--- src/rtl/usart_cpu_pkg.sv ---
// Package: types and bit positions shared by the USART processor interface.
// Assumes an 8-bit processor bus and an 8-bit mode register.
package usart_cpu_pkg;

    localparam int BYTE_W  = 8;
    localparam int NSYNC   = 2;

    // Sequencer phase: which register the next control write targets
    typedef enum logic [1:0] {
        PH_MODE  = 2'd0,
        PH_SYNC1 = 2'd1,
        PH_SYNC2 = 2'd2,
        PH_CMD   = 2'd3
    } seq_phase_t;

    // Mode register layout, MSB first
    typedef struct packed {
        logic [1:0] frame_ctl;   // stop bits, or in sync mode bit 1 = single sync
        logic       par_even;
        logic       par_en;
        logic [1:0] char_len;    // 00 = 5 bits .. 11 = 8 bits
        logic [1:0] clk_factor;  // 00 = synchronous
    } mode_t;

    localparam logic [1:0] CLK_SYNC = 2'b00;

    // Held command outputs
    typedef struct packed {
        logic rts;
        logic brk;
        logic rx_en;
        logic dtr;
        logic tx_en;
    } cmd_flags_t;

    // Command byte bit positions
    localparam int CMD_TXEN   = 0;
    localparam int CMD_DTR    = 1;
    localparam int CMD_RXEN   = 2;
    localparam int CMD_BRK    = 3;
    localparam int CMD_ERRCLR = 4;
    localparam int CMD_RTS    = 5;
    localparam int CMD_SRST   = 6;

    // Status byte bit positions
    localparam int ST_TXRDY = 0;
    localparam int ST_RXRDY = 1;
    localparam int ST_TXE   = 2;
    localparam int ST_PE    = 3;
    localparam int ST_OE    = 4;
    localparam int ST_FE    = 5;
    localparam int ST_DSR   = 7;

endpackage

--- src/rtl/usart_bus_decode.sv ---
// Bus decode: turns the level strobes into one-cycle access pulses.
// Assumes the strobes are synchronous to clk. An access fires on the first
// clock on which chip select and its strobe are both low.
module usart_bus_decode (
    input  logic clk,
    input  logic rst_n,
    input  logic cs_n,
    input  logic wr_n,
    input  logic rd_n,
    input  logic cd,
    output logic wr_ctl_o,
    output logic wr_data_o,
    output logic rd_data_o,
    output logic rd_act_o
);

    logic wr_act;
    logic wr_seen_q;
    logic rd_seen_q;
    logic wr_pulse;

    assign wr_act   = !cs_n && !wr_n;
    assign rd_act_o = !cs_n && !rd_n;

    // Remember the strobe levels of the previous cycle for edge detection
    always_ff @(posedge clk) begin
        if (!rst_n) begin
            wr_seen_q <= 1'b0;
            rd_seen_q <= 1'b0;
        end else begin
            wr_seen_q <= wr_act;
            rd_seen_q <= rd_act_o;
        end
    end

    // Leading-edge pulses, split by control/data select
    always_comb begin
        wr_pulse  = wr_act && !wr_seen_q;
        wr_ctl_o  = wr_pulse && cd;
        wr_data_o = wr_pulse && !cd;
        rd_data_o = rd_act_o && !rd_seen_q && !cd;
    end

    AST_WR_SINGLE_PULSE: assert property (@(posedge clk) disable iff (!rst_n)
        wr_pulse |=> !wr_pulse) else $error("write pulse repeated");

endmodule

--- src/rtl/usart_ctl_seq.sv ---
// Control-word sequencer. It steers control writes to the mode register,
// the sync registers or the command register, depending on the phase after
// reset. It raises the error-clear and internal-reset pulses from command
// bits. Assumes wr_ctl_i is a one-cycle pulse from the bus decode.
module usart_ctl_seq
    import usart_cpu_pkg::*;
#(
    parameter int DW = BYTE_W
) (
    input  logic          clk,
    input  logic          rst_n,
    input  logic          wr_ctl_i,
    input  logic [DW-1:0] din_i,
    output mode_t         mode_o,
    output logic [DW-1:0] sync1_o,
    output logic [DW-1:0] sync2_o,
    output cmd_flags_t    cmd_o,
    output logic          err_clr_o,
    output logic          soft_rst_o
);

    localparam int MODE_W = $bits(mode_t);

    seq_phase_t    phase_q, phase_d;
    mode_t         mode_q;
    mode_t         din_mode;
    cmd_flags_t    cmd_q;
    logic [DW-1:0] sync_q [NSYNC];

    assign din_mode = mode_t'(din_i[MODE_W-1:0]);

    // Command pulses decoded from a write in the command phase
    always_comb begin
        soft_rst_o = wr_ctl_i && (phase_q == PH_CMD) && din_i[CMD_SRST];
        err_clr_o  = wr_ctl_i && (phase_q == PH_CMD) && din_i[CMD_ERRCLR]
                     && !din_i[CMD_SRST];
    end

    // Next phase of the control-word sequence
    always_comb begin
        phase_d = phase_q;
        if (wr_ctl_i) begin
            case (phase_q)
                PH_MODE:  phase_d = (din_mode.clk_factor == CLK_SYNC) ? PH_SYNC1 : PH_CMD;
                PH_SYNC1: phase_d = mode_q.frame_ctl[1] ? PH_CMD : PH_SYNC2;
                PH_SYNC2: phase_d = PH_CMD;
                PH_CMD:   phase_d = din_i[CMD_SRST] ? PH_MODE : PH_CMD;
                default:  phase_d = PH_MODE;
            endcase
        end
    end

    // Phase register
    always_ff @(posedge clk) begin
        if (!rst_n) phase_q <= PH_MODE;
        else        phase_q <= phase_d;
    end

    // Mode register, written only in the mode phase
    always_ff @(posedge clk) begin
        if (!rst_n || soft_rst_o)                     mode_q <= '0;
        else if (wr_ctl_i && (phase_q == PH_MODE))    mode_q <= din_mode;
    end

    // Sync character registers, one per sync phase
    for (genvar g = 0; g < NSYNC; g++) begin : g_sync
        localparam seq_phase_t TGT = (g == 0) ? PH_SYNC1 : PH_SYNC2;
        // Capture a sync character when its phase is current
        always_ff @(posedge clk) begin
            if (!rst_n || soft_rst_o)              sync_q[g] <= '0;
            else if (wr_ctl_i && (phase_q == TGT)) sync_q[g] <= din_i;
        end
    end

    // Command register holding the level outputs
    always_ff @(posedge clk) begin
        if (!rst_n || soft_rst_o) begin
            cmd_q <= '0;
        end else if (wr_ctl_i && (phase_q == PH_CMD)) begin
            cmd_q.tx_en <= din_i[CMD_TXEN];
            cmd_q.dtr   <= din_i[CMD_DTR];
            cmd_q.rx_en <= din_i[CMD_RXEN];
            cmd_q.brk   <= din_i[CMD_BRK];
            cmd_q.rts   <= din_i[CMD_RTS];
        end
    end

    assign mode_o  = mode_q;
    assign sync1_o = sync_q[0];
    assign sync2_o = sync_q[1];
    assign cmd_o   = cmd_q;

    AST_MODE_WRITE_WINDOW: assert property (@(posedge clk) disable iff (!rst_n)
        (mode_q != $past(mode_q)) |-> ($past(phase_q) == PH_MODE || $past(soft_rst_o)))
        else $error("mode changed outside mode phase");
    AST_SYNC2_WINDOW: assert property (@(posedge clk) disable iff (!rst_n)
        (sync_q[1] != $past(sync_q[1])) |-> ($past(phase_q) == PH_SYNC2 || $past(soft_rst_o)))
        else $error("second sync changed outside its phase");
    AST_CMD_WINDOW: assert property (@(posedge clk) disable iff (!rst_n)
        (cmd_q != $past(cmd_q)) |-> ($past(phase_q) == PH_CMD))
        else $error("command changed before sequence end");
    AST_SRST_RESTARTS: assert property (@(posedge clk) disable iff (!rst_n)
        soft_rst_o |=> (phase_q == PH_MODE && cmd_q == '0))
        else $error("internal reset did not restart");

endmodule

--- src/rtl/usart_rx_status.sv ---
// Receive buffer and sticky error flags. It captures each received character,
// keeps RxRDY until a data read, and holds the parity, overrun and framing
// flags until an error clear or a reset. Assumes event inputs are one-cycle
// pulses.
module usart_rx_status #(
    parameter int DW = 8
) (
    input  logic          clk,
    input  logic          rst_n,
    input  logic          clr_all_i,
    input  logic          err_clr_i,
    input  logic          rx_valid_i,
    input  logic [DW-1:0] rx_data_i,
    input  logic          rd_data_i,
    input  logic          par_err_i,
    input  logic          frm_err_i,
    output logic [DW-1:0] rx_buf_o,
    output logic          rx_rdy_o,
    output logic          pe_o,
    output logic          oe_o,
    output logic          fe_o
);

    logic          lost_char;
    logic [DW-1:0] buf_q;
    logic          rdy_q, pe_q, oe_q, fe_q;

    assign lost_char = rx_valid_i && rdy_q && !rd_data_i;

    // Receive character buffer
    always_ff @(posedge clk) begin
        if (!rst_n || clr_all_i) buf_q <= '0;
        else if (rx_valid_i)     buf_q <= rx_data_i;
    end

    // RxRDY: set by a new character, cleared by a data read
    always_ff @(posedge clk) begin
        if (!rst_n || clr_all_i) rdy_q <= 1'b0;
        else if (rx_valid_i)     rdy_q <= 1'b1;
        else if (rd_data_i)      rdy_q <= 1'b0;
    end

    // Sticky error flags; a new event wins over a clear in the same cycle
    always_ff @(posedge clk) begin
        if (!rst_n || clr_all_i) begin
            pe_q <= 1'b0;
            oe_q <= 1'b0;
            fe_q <= 1'b0;
        end else begin
            pe_q <= par_err_i || (pe_q && !err_clr_i);
            oe_q <= lost_char || (oe_q && !err_clr_i);
            fe_q <= frm_err_i || (fe_q && !err_clr_i);
        end
    end

    assign rx_buf_o = buf_q;
    assign rx_rdy_o = rdy_q;
    assign pe_o     = pe_q;
    assign oe_o     = oe_q;
    assign fe_o     = fe_q;

    AST_OVERRUN_SETS: assert property (@(posedge clk) disable iff (!rst_n)
        (rx_valid_i && rdy_q && !rd_data_i && !clr_all_i) |=> oe_q)
        else $error("lost character without overrun");
    AST_RXRDY_CLEARS: assert property (@(posedge clk) disable iff (!rst_n)
        (rd_data_i && !rx_valid_i) |=> !rdy_q)
        else $error("RxRDY held after data read");
    AST_ERR_CLEAR: assert property (@(posedge clk) disable iff (!rst_n)
        (err_clr_i && !par_err_i && !frm_err_i && !rx_valid_i) |=> (!pe_q && !oe_q && !fe_q))
        else $error("error flags survived clear");

endmodule

--- src/rtl/usart_tx_hold.sv ---
// Transmit holding register. A data write loads it and marks it full, and
// the shifter's load pulse empties it. A write in the same cycle as a load
// keeps it full with the new character.
module usart_tx_hold #(
    parameter int DW = 8
) (
    input  logic          clk,
    input  logic          rst_n,
    input  logic          clr_all_i,
    input  logic          wr_data_i,
    input  logic [DW-1:0] din_i,
    input  logic          tx_load_i,
    output logic [DW-1:0] thr_o,
    output logic          full_o
);

    logic [DW-1:0] thr_q;
    logic          full_q;

    // Character storage
    always_ff @(posedge clk) begin
        if (!rst_n || clr_all_i) thr_q <= '0;
        else if (wr_data_i)      thr_q <= din_i;
    end

    // Full flag: write sets, shifter load clears
    always_ff @(posedge clk) begin
        if (!rst_n || clr_all_i) full_q <= 1'b0;
        else if (wr_data_i)      full_q <= 1'b1;
        else if (tx_load_i)      full_q <= 1'b0;
    end

    assign thr_o  = thr_q;
    assign full_o = full_q;

    AST_THR_FULL_AFTER_WRITE: assert property (@(posedge clk) disable iff (!rst_n)
        wr_data_i |=> full_q)
        else $error("holding register not full after write");

endmodule

--- src/rtl/usart_cpu_if.sv ---
// Top: processor-side interface of the USART. It joins the bus decode, the
// control sequencer, the receive/status store and the transmit holding
// register, and forms the read multiplexer and the status byte. Assumes all
// inputs are synchronous to clk.
module usart_cpu_if
    import usart_cpu_pkg::*;
#(
    parameter int DW = BYTE_W
) (
    input  logic          clk,
    input  logic          rst_n,
    input  logic          cs_n,
    input  logic          wr_n,
    input  logic          rd_n,
    input  logic          cd,
    input  logic [DW-1:0] din,
    output logic [DW-1:0] dout,
    input  logic          rx_valid_i,
    input  logic [DW-1:0] rx_data_i,
    input  logic          par_err_i,
    input  logic          frm_err_i,
    input  logic          tx_load_i,
    input  logic          tx_idle_i,
    input  logic          dsr_i,
    output logic [DW-1:0] mode_o,
    output logic [DW-1:0] sync1_o,
    output logic [DW-1:0] sync2_o,
    output logic [DW-1:0] thr_o,
    output logic          thr_full_o,
    output logic          tx_rdy_o,
    output logic          rx_rdy_o,
    output logic          tx_en_o,
    output logic          rx_en_o,
    output logic          dtr_o,
    output logic          rts_o,
    output logic          brk_o
);

    logic          wr_ctl, wr_data, rd_data, rd_act;
    logic          err_clr, soft_rst;
    mode_t         mode_w;
    cmd_flags_t    cmd_w;
    logic [DW-1:0] rx_buf;
    logic          pe, oe, fe;
    logic [DW-1:0] status;

    usart_bus_decode u_dec (
        .clk       (clk),
        .rst_n     (rst_n),
        .cs_n      (cs_n),
        .wr_n      (wr_n),
        .rd_n      (rd_n),
        .cd        (cd),
        .wr_ctl_o  (wr_ctl),
        .wr_data_o (wr_data),
        .rd_data_o (rd_data),
        .rd_act_o  (rd_act)
    );

    usart_ctl_seq #(.DW(DW)) u_seq (
        .clk        (clk),
        .rst_n      (rst_n),
        .wr_ctl_i   (wr_ctl),
        .din_i      (din),
        .mode_o     (mode_w),
        .sync1_o    (sync1_o),
        .sync2_o    (sync2_o),
        .cmd_o      (cmd_w),
        .err_clr_o  (err_clr),
        .soft_rst_o (soft_rst)
    );

    usart_rx_status #(.DW(DW)) u_rx (
        .clk        (clk),
        .rst_n      (rst_n),
        .clr_all_i  (soft_rst),
        .err_clr_i  (err_clr),
        .rx_valid_i (rx_valid_i),
        .rx_data_i  (rx_data_i),
        .rd_data_i  (rd_data),
        .par_err_i  (par_err_i),
        .frm_err_i  (frm_err_i),
        .rx_buf_o   (rx_buf),
        .rx_rdy_o   (rx_rdy_o),
        .pe_o       (pe),
        .oe_o       (oe),
        .fe_o       (fe)
    );

    usart_tx_hold #(.DW(DW)) u_tx (
        .clk       (clk),
        .rst_n     (rst_n),
        .clr_all_i (soft_rst),
        .wr_data_i (wr_data),
        .din_i     (din),
        .tx_load_i (tx_load_i),
        .thr_o     (thr_o),
        .full_o    (thr_full_o)
    );

    // Status byte assembly
    always_comb begin
        status           = '0;
        status[ST_TXRDY] = !thr_full_o;
        status[ST_RXRDY] = rx_rdy_o;
        status[ST_TXE]   = !thr_full_o && tx_idle_i;
        status[ST_PE]    = pe;
        status[ST_OE]    = oe;
        status[ST_FE]    = fe;
        status[ST_DSR]   = dsr_i;
    end

    // Read multiplexer, zero when no read is active
    always_comb begin
        if (!rd_act) dout = '0;
        else if (cd) dout = status;
        else         dout = rx_buf;
    end

    assign mode_o   = mode_w;
    assign tx_en_o  = cmd_w.tx_en;
    assign rx_en_o  = cmd_w.rx_en;
    assign dtr_o    = cmd_w.dtr;
    assign rts_o    = cmd_w.rts;
    assign brk_o    = cmd_w.brk;
    assign tx_rdy_o = cmd_w.tx_en && !thr_full_o;

endmodule

--- config.mk ---
export PLATFORM = sky130hd
export DESIGN_NAME = usart_cpu_if
export DESIGN_NICKNAME = d
export VERILOG_FILES = /design/src/rtl/usart_cpu_pkg.sv /design/src/rtl/usart_bus_decode.sv /design/src/rtl/usart_ctl_seq.sv /design/src/rtl/usart_rx_status.sv /design/src/rtl/usart_tx_hold.sv /design/src/rtl/usart_cpu_if.sv
export SDC_FILE = /design/constraint.sdc
export NUM_CORES = 1
export LEC_CHECK = 0
export ABC_AREA = 1
export BUFFER_PORTS_ARGS = -buffer_cell sky130_fd_sc_hd__buf_2
export CORE_MARGIN = 2
export CORE_UTILIZATION = 25
export DETAILED_ROUTE_END_ITERATION = 10
export SYNTH_ARGS = -nofsm -noshare
export SYNTH_HDL_FRONTEND = slang
export SYNTH_SLANG_ARGS = --single-unit
--- constraint.sdc ---
create_clock -name clk -period 1.45 [get_ports clk]
set_input_delay 0.0725 -clock clk [delete_from_list [all_inputs] [get_ports clk]]
set_output_delay 0.0725 -clock clk [all_outputs]
set_load 0.01 [all_outputs]
### Word level (Yosys, flattened, before mapping)

Memory sizes are Yosys's and may differ from the RTL's.
Index checks and enable logic that the tools add are counted.

* flip-flop bits (word level): 38
* bits in writable memories: 16
* input bits: 28
* output and inout bits: 48
* memories: 1

Memories
* u_seq.sync_q: depth 2, width 8, rd ports 2, clocked after Yosys merged registers in 0, write ports 2, line usart_ctl_seq.sv:28 `logic [DW-1:0] sync_q [NSYNC];`

* eq/ne operators: 3
* mux-type cells: 20
* bitwise operators: 2
* reductions and logical operators: 40

Operators by type and width (number)
* $mux 8: 4
* $logic_and 1x1->1: 21
* $mux 1: 13
* $logic_not 1->1: 11
* $pmux 2 s4: 1
* $eq 2x2->1 const B: 2
* $logic_not 2->1: 2
* $logic_or 1x1->1: 4
* $mux 2: 2
* $reduce_bool 2->1: 2
* $eq 2x1->1 const B: 1
* $or 1x1->1: 2

### Longest topological paths before layout

* word-level depth: 10
* depth in mapped cells: 8
* depth with buffers taken out: 6

### Hierarchy

Synthesis repeated with hierarchy kept, for this count alone.

* cells, all modules: 278
* area, all modules: 2307.2 µm²

Modules (own cells, without submodules)
* usart_ctl_seq: times used 1, cells each 131, area an instance 1275.0 µm², seq. area each 780.7 µm²
* usart_rx_status: times used 1, cells each 52, area an instance 451.7 µm², seq. area each 240.2 µm²
* usart_tx_hold: times used 1, cells each 40, area an instance 315.3 µm², seq. area each 180.2 µm²
* usart_cpu_if: times used 1, cells each 40, area an instance 167.7 µm², seq. area each 0.0 µm²
* usart_bus_decode: times used 1, cells each 15, area an instance 97.6 µm², seq. area each 40.0 µm²

### Least setup slack after synthesis

Ideal clock, no wire load.

* path type: flip-flop to flip-flop
* start point: reg u_dec.wr_seen_q
* end point: mem u_seq.sync_q[1][0], enable pin
* setup time: 309 ps
* arrival time: 1170 ps
* data required time: 1141 ps
* slack: -29 ps
* stages on the path, launching flop included: 8
* path buffers: 1
* clock period less this slack: 1479 ps
* path through: dfxtp_1 > inv_2 > nand3_4 > nor2_4 > nand2_2 > nand2_2 > buf_6 > or2_2

RTL lines
* start, declared: line usart_bus_decode.sv:18 `logic wr_seen_q;`
* start signal, assigned: line usart_bus_decode.sv:31 `wr_seen_q <= wr_act;`
* end, declared: line usart_ctl_seq.sv:28

==> flow_summary.json <==
{
  "status": "completed",
  "hold_viol": 0,
  "dp_hpwl_um": 4480,
  "peakVddDrop_mv": 0.390,
  "syn_area_um2": 2160,
  "fin_worst_skew_ns": 0.00760,
  "synth_top_family_by_area": "simple AND/OR/NAND/NOR gates",
  "tightest_slew_ns": 0.331,
  "worst-path-max-fanout": 8,
  "finalSetupViolCount": 0,
  "ys_top_cells_by_area": "dfxtp_1 35%, edfxtp_1 22%, nand2_1 12%, a21oi_1 9.3%, nor2_1 4.7%",
  "final_util": 0.337,
  "grt_max_degree": 37,
  "dp.cells": 433,
  "yosysTopAreaCellShare": 0.352,
  "fin_nets": 365,
  "cp-start-kind": "flip-flop",
  "antenna_left": 0,
  "grt_pass1_wl_um": 9600,
  "worstPathRequired_ns": 1.47,
  "criticalPathCategory": "reg2reg",
  "clock_path_buffers": 2,
  "fin_crit_sh": 0.912,
  "min_period_ns": 1.32,
  "leakage_nw": 1.26,
  "vias": 1969,
  "drc_errors": 0,
  "syn_area_per_cell_um2": 8.57,
  "rows": 33,
  "crit_family": "simple AND/OR/NAND/NOR gates",
  "sw_frac_of_total": 0.252,
  "die-height_um": 97.0,
  "place_congestion": 0.859,
  "die_w_um": 97.0,
  "wl_um": 5970,
  "critPathCaptureType": "flip-flop",
  "pin_count": 76,
  "pwr-share-clk": 0.290,
  "path_common_cell": "nand2_2",
  "die_area_um2": 9400,
  "clk_pin_slew_ns": 0.09,
  "syn_nets": 280,
  "grt_overflow": 0,
  "synth_top_cell_by_area": "dfxtp_1",
  "ys_warn_count": 0,
  "hold-worst-slack_ns": 0.00903,
  "cts_tree": "yes",
  "synth_mux_area_frac": 0,
  "placedInstanceArea_um2": 2680,
  "max_freq_mhz": 756,
  "initial_core_util": 0.260,
  "crit_slowest_cell": "dfxtp_1",
  "synthXorXnorAreaFrac": 0,
  "synthCells": 252,
  "drive_gt1_frac": 0.296,
  "p_switching_w": 0.000690,
  "wl_per_cell_um": 13.5,
  "grt_pass1_vias": 1894,
  "powerDensity_nw_per_um2": 980,
  "coreArea_um2": 8300,
  "antenna_cells": 0,
  "yosys.area_share.adder": 0,
  "fin_setup_tns_ns": 0,
  "clock-root-buffer": "clkbuf_8",
  "antenna_found_initial": 0,
  "htree_levels": 2,
  "drv_slew": 0,
  "comb_power_share": 0.113,
  "io_buffers": 75,
  "grtUsageTotal": 0.129,
  "yosys.area_share.simple": 0.254,
  "slew_headroom": 0.779,
  "intPower_w": 0.00205,
  "synth_compound_area_frac": 0.103,
  "p_seq_frac": 0.597,
  "crit_buf_inv": 0,
  "cts.sinks": 54,
  "clock_latency_ns": 0.31,
  "routed_via_density": 4.44,
  "cp_cell_sequence": "nand2_1 -> nor2_4 -> nand2_2 -> nand2_2 -> or2_4",
  "ys_ff_latch": 54,
  "drt_iter0_drc": 99,
  "dr.pass1.iters": 4,
  "cap_violations": 0,
  "slowest_delay_ns": 0.42,
  "rsz0062_at_grt": "false",
  "arrival_ns": 1.34,
  "final_area_um2": 2800,
  "cts_buffers": 5,
  "yosysUniqueCellTypes": 23,
  "post_cts_buffers": 0,
  "syn_to_final_growth_pct": 29.4,
  "ys_seq_area_frac": 0.574,
  "layoutNonFillerInstCount": 443,
  "hp-class": "in2reg"
}
## sequential cells by signal, indices dropped and copies added, names as in the netlist, 2 cells and up
register and count:
u_seq.mode_o 8, u_seq.sync_q 16, u_rx.rx_buf_o 8, u_seq.phase_q 2, u_tx.thr_o 8, u_seq.cmd_o 5
## worst register-to-register path, stage by stage, from the launching register on
cell,delay (ns)
dfxtp_1,0.42
nand2_1,0.12
nor2_4,0.12
nand2_2,0.08
nand2_2,0.11
or2_4,0.19
## worst paths after layout
| kind | slack (ns) | startpoint | endpoint | depth (start not counted) |
|---|---|---|---|---|
| max | 0.13 | u_seq.phase_q[0]$_SDFFE_PN0N_ | u_seq.sync_q[0][7]$_SDFFCE_PN0P_ | 5 |
| min | 0.009 | rx_data_i[7] | u_rx.rx_buf_o[7]$_SDFFE_PP0P_ | 3 |
| max reg2reg | 0.13 | u_seq.phase_q[0]$_SDFFE_PN0N_ | u_seq.sync_q[0][7]$_SDFFCE_PN0P_ | 5 |
| min reg2reg | 0.47 | u_rx.fe_o$_SDFF_PP0_ | u_rx.fe_o$_SDFF_PP0_ | 2 |
## through the flow
step,power [W],worst slack [ns]
detailed placement,0.00198,0.120
CTS,0.00277,0.107
global placement,0.00197,0.140
finish,0.00274,0.128
floorplan,0.00183,-0.0291
global route,0.00287,0.00847
## per-layer routing
layer / vias to the layer above / GRT usage / routed length, um
li1: 988 / - / -
met1: 882 / 0.158 / 2570
met2: 86 / 0.205 / 2730
met3: 13 / 0.0462 / 545
met4: 0 / 0.0531 / 122
met5: - / 0 / 0
## layout make-up
class	count	area, um^2
fill	890	5500
sequential	54	1240
multi-input combinational	167	786
timing repair buffer	85	468
tap	105	131
inverter	24	90.1
clock buffer	5	68.8
clock inverter	3	11.3
## cells in the final DEF, fill, tap and decap left out, types with 2 or more instances in the layout
cell / count
a21oi_1: 40
buf_2: 75
buf_4: 7
clkbuf_8: 5
clkinv_1: 4
dfxtp_1: 38
dlygate4sd3_1: 2
edfxtp_1: 16
inv_1: 22
nand2_1: 70
nand2_2: 2
nand3_1: 4
nand4_1: 10
nor2_1: 27
o21ai_0: 3
or2_4: 2
## cells by family (layout without fill, tap and decap cells)
| logic type | count (synthesis) | count (layout) |
|---|---|---|
| DFF | 54 | 54 |
| AOI/OAI and AO/OA | 44 | 44 |
| buffers and inverters | 31 | 117 |
| and+or+nand+nor | 123 | 123 |
## synth_stat cells
cell type and instances:
nand4_1 10, inv_2 1, o21ai_0 3, edfxtp_1 16, inv_1 22, nand2_1 70
nor2_8 1, nand3_1 5, buf_8 2, nand3_4 1, buf_6 1, buf_2 2
nor2_4 1, nor2_1 27, nor3_1 2, nor2_2 1, a21oi_1 40, dfxtp_1 38
or2_2 3, nand2_2 2, clkinv_1 1, a211oi_1 1, clkbuf_1 2
## what timing repair did
action                                  CTS  global route
endpoints found under the hold margin     2             0
hold buffers                              2             0
gates resized for setup                   0             4
endpoints found under the setup margin    0             5
## power groups by stage
| stage | sequential, W | combinational, W | clock, W |
|---|---|---|---|
| after floorplan | 0.00168 | 0.000145 | 0 |
| after global routing | 0.00164 | 0.000347 | 0.000879 |
| after global placement | 0.00167 | 0.000300 | 0 |
| after detailed placement | 0.00167 | 0.000304 | 0 |
| after CTS | 0.00164 | 0.000310 | 0.000829 |
| final | 0.00164 | 0.000310 | 0.000795 |
No activity file was read; power rests on OpenSTA's default activity.
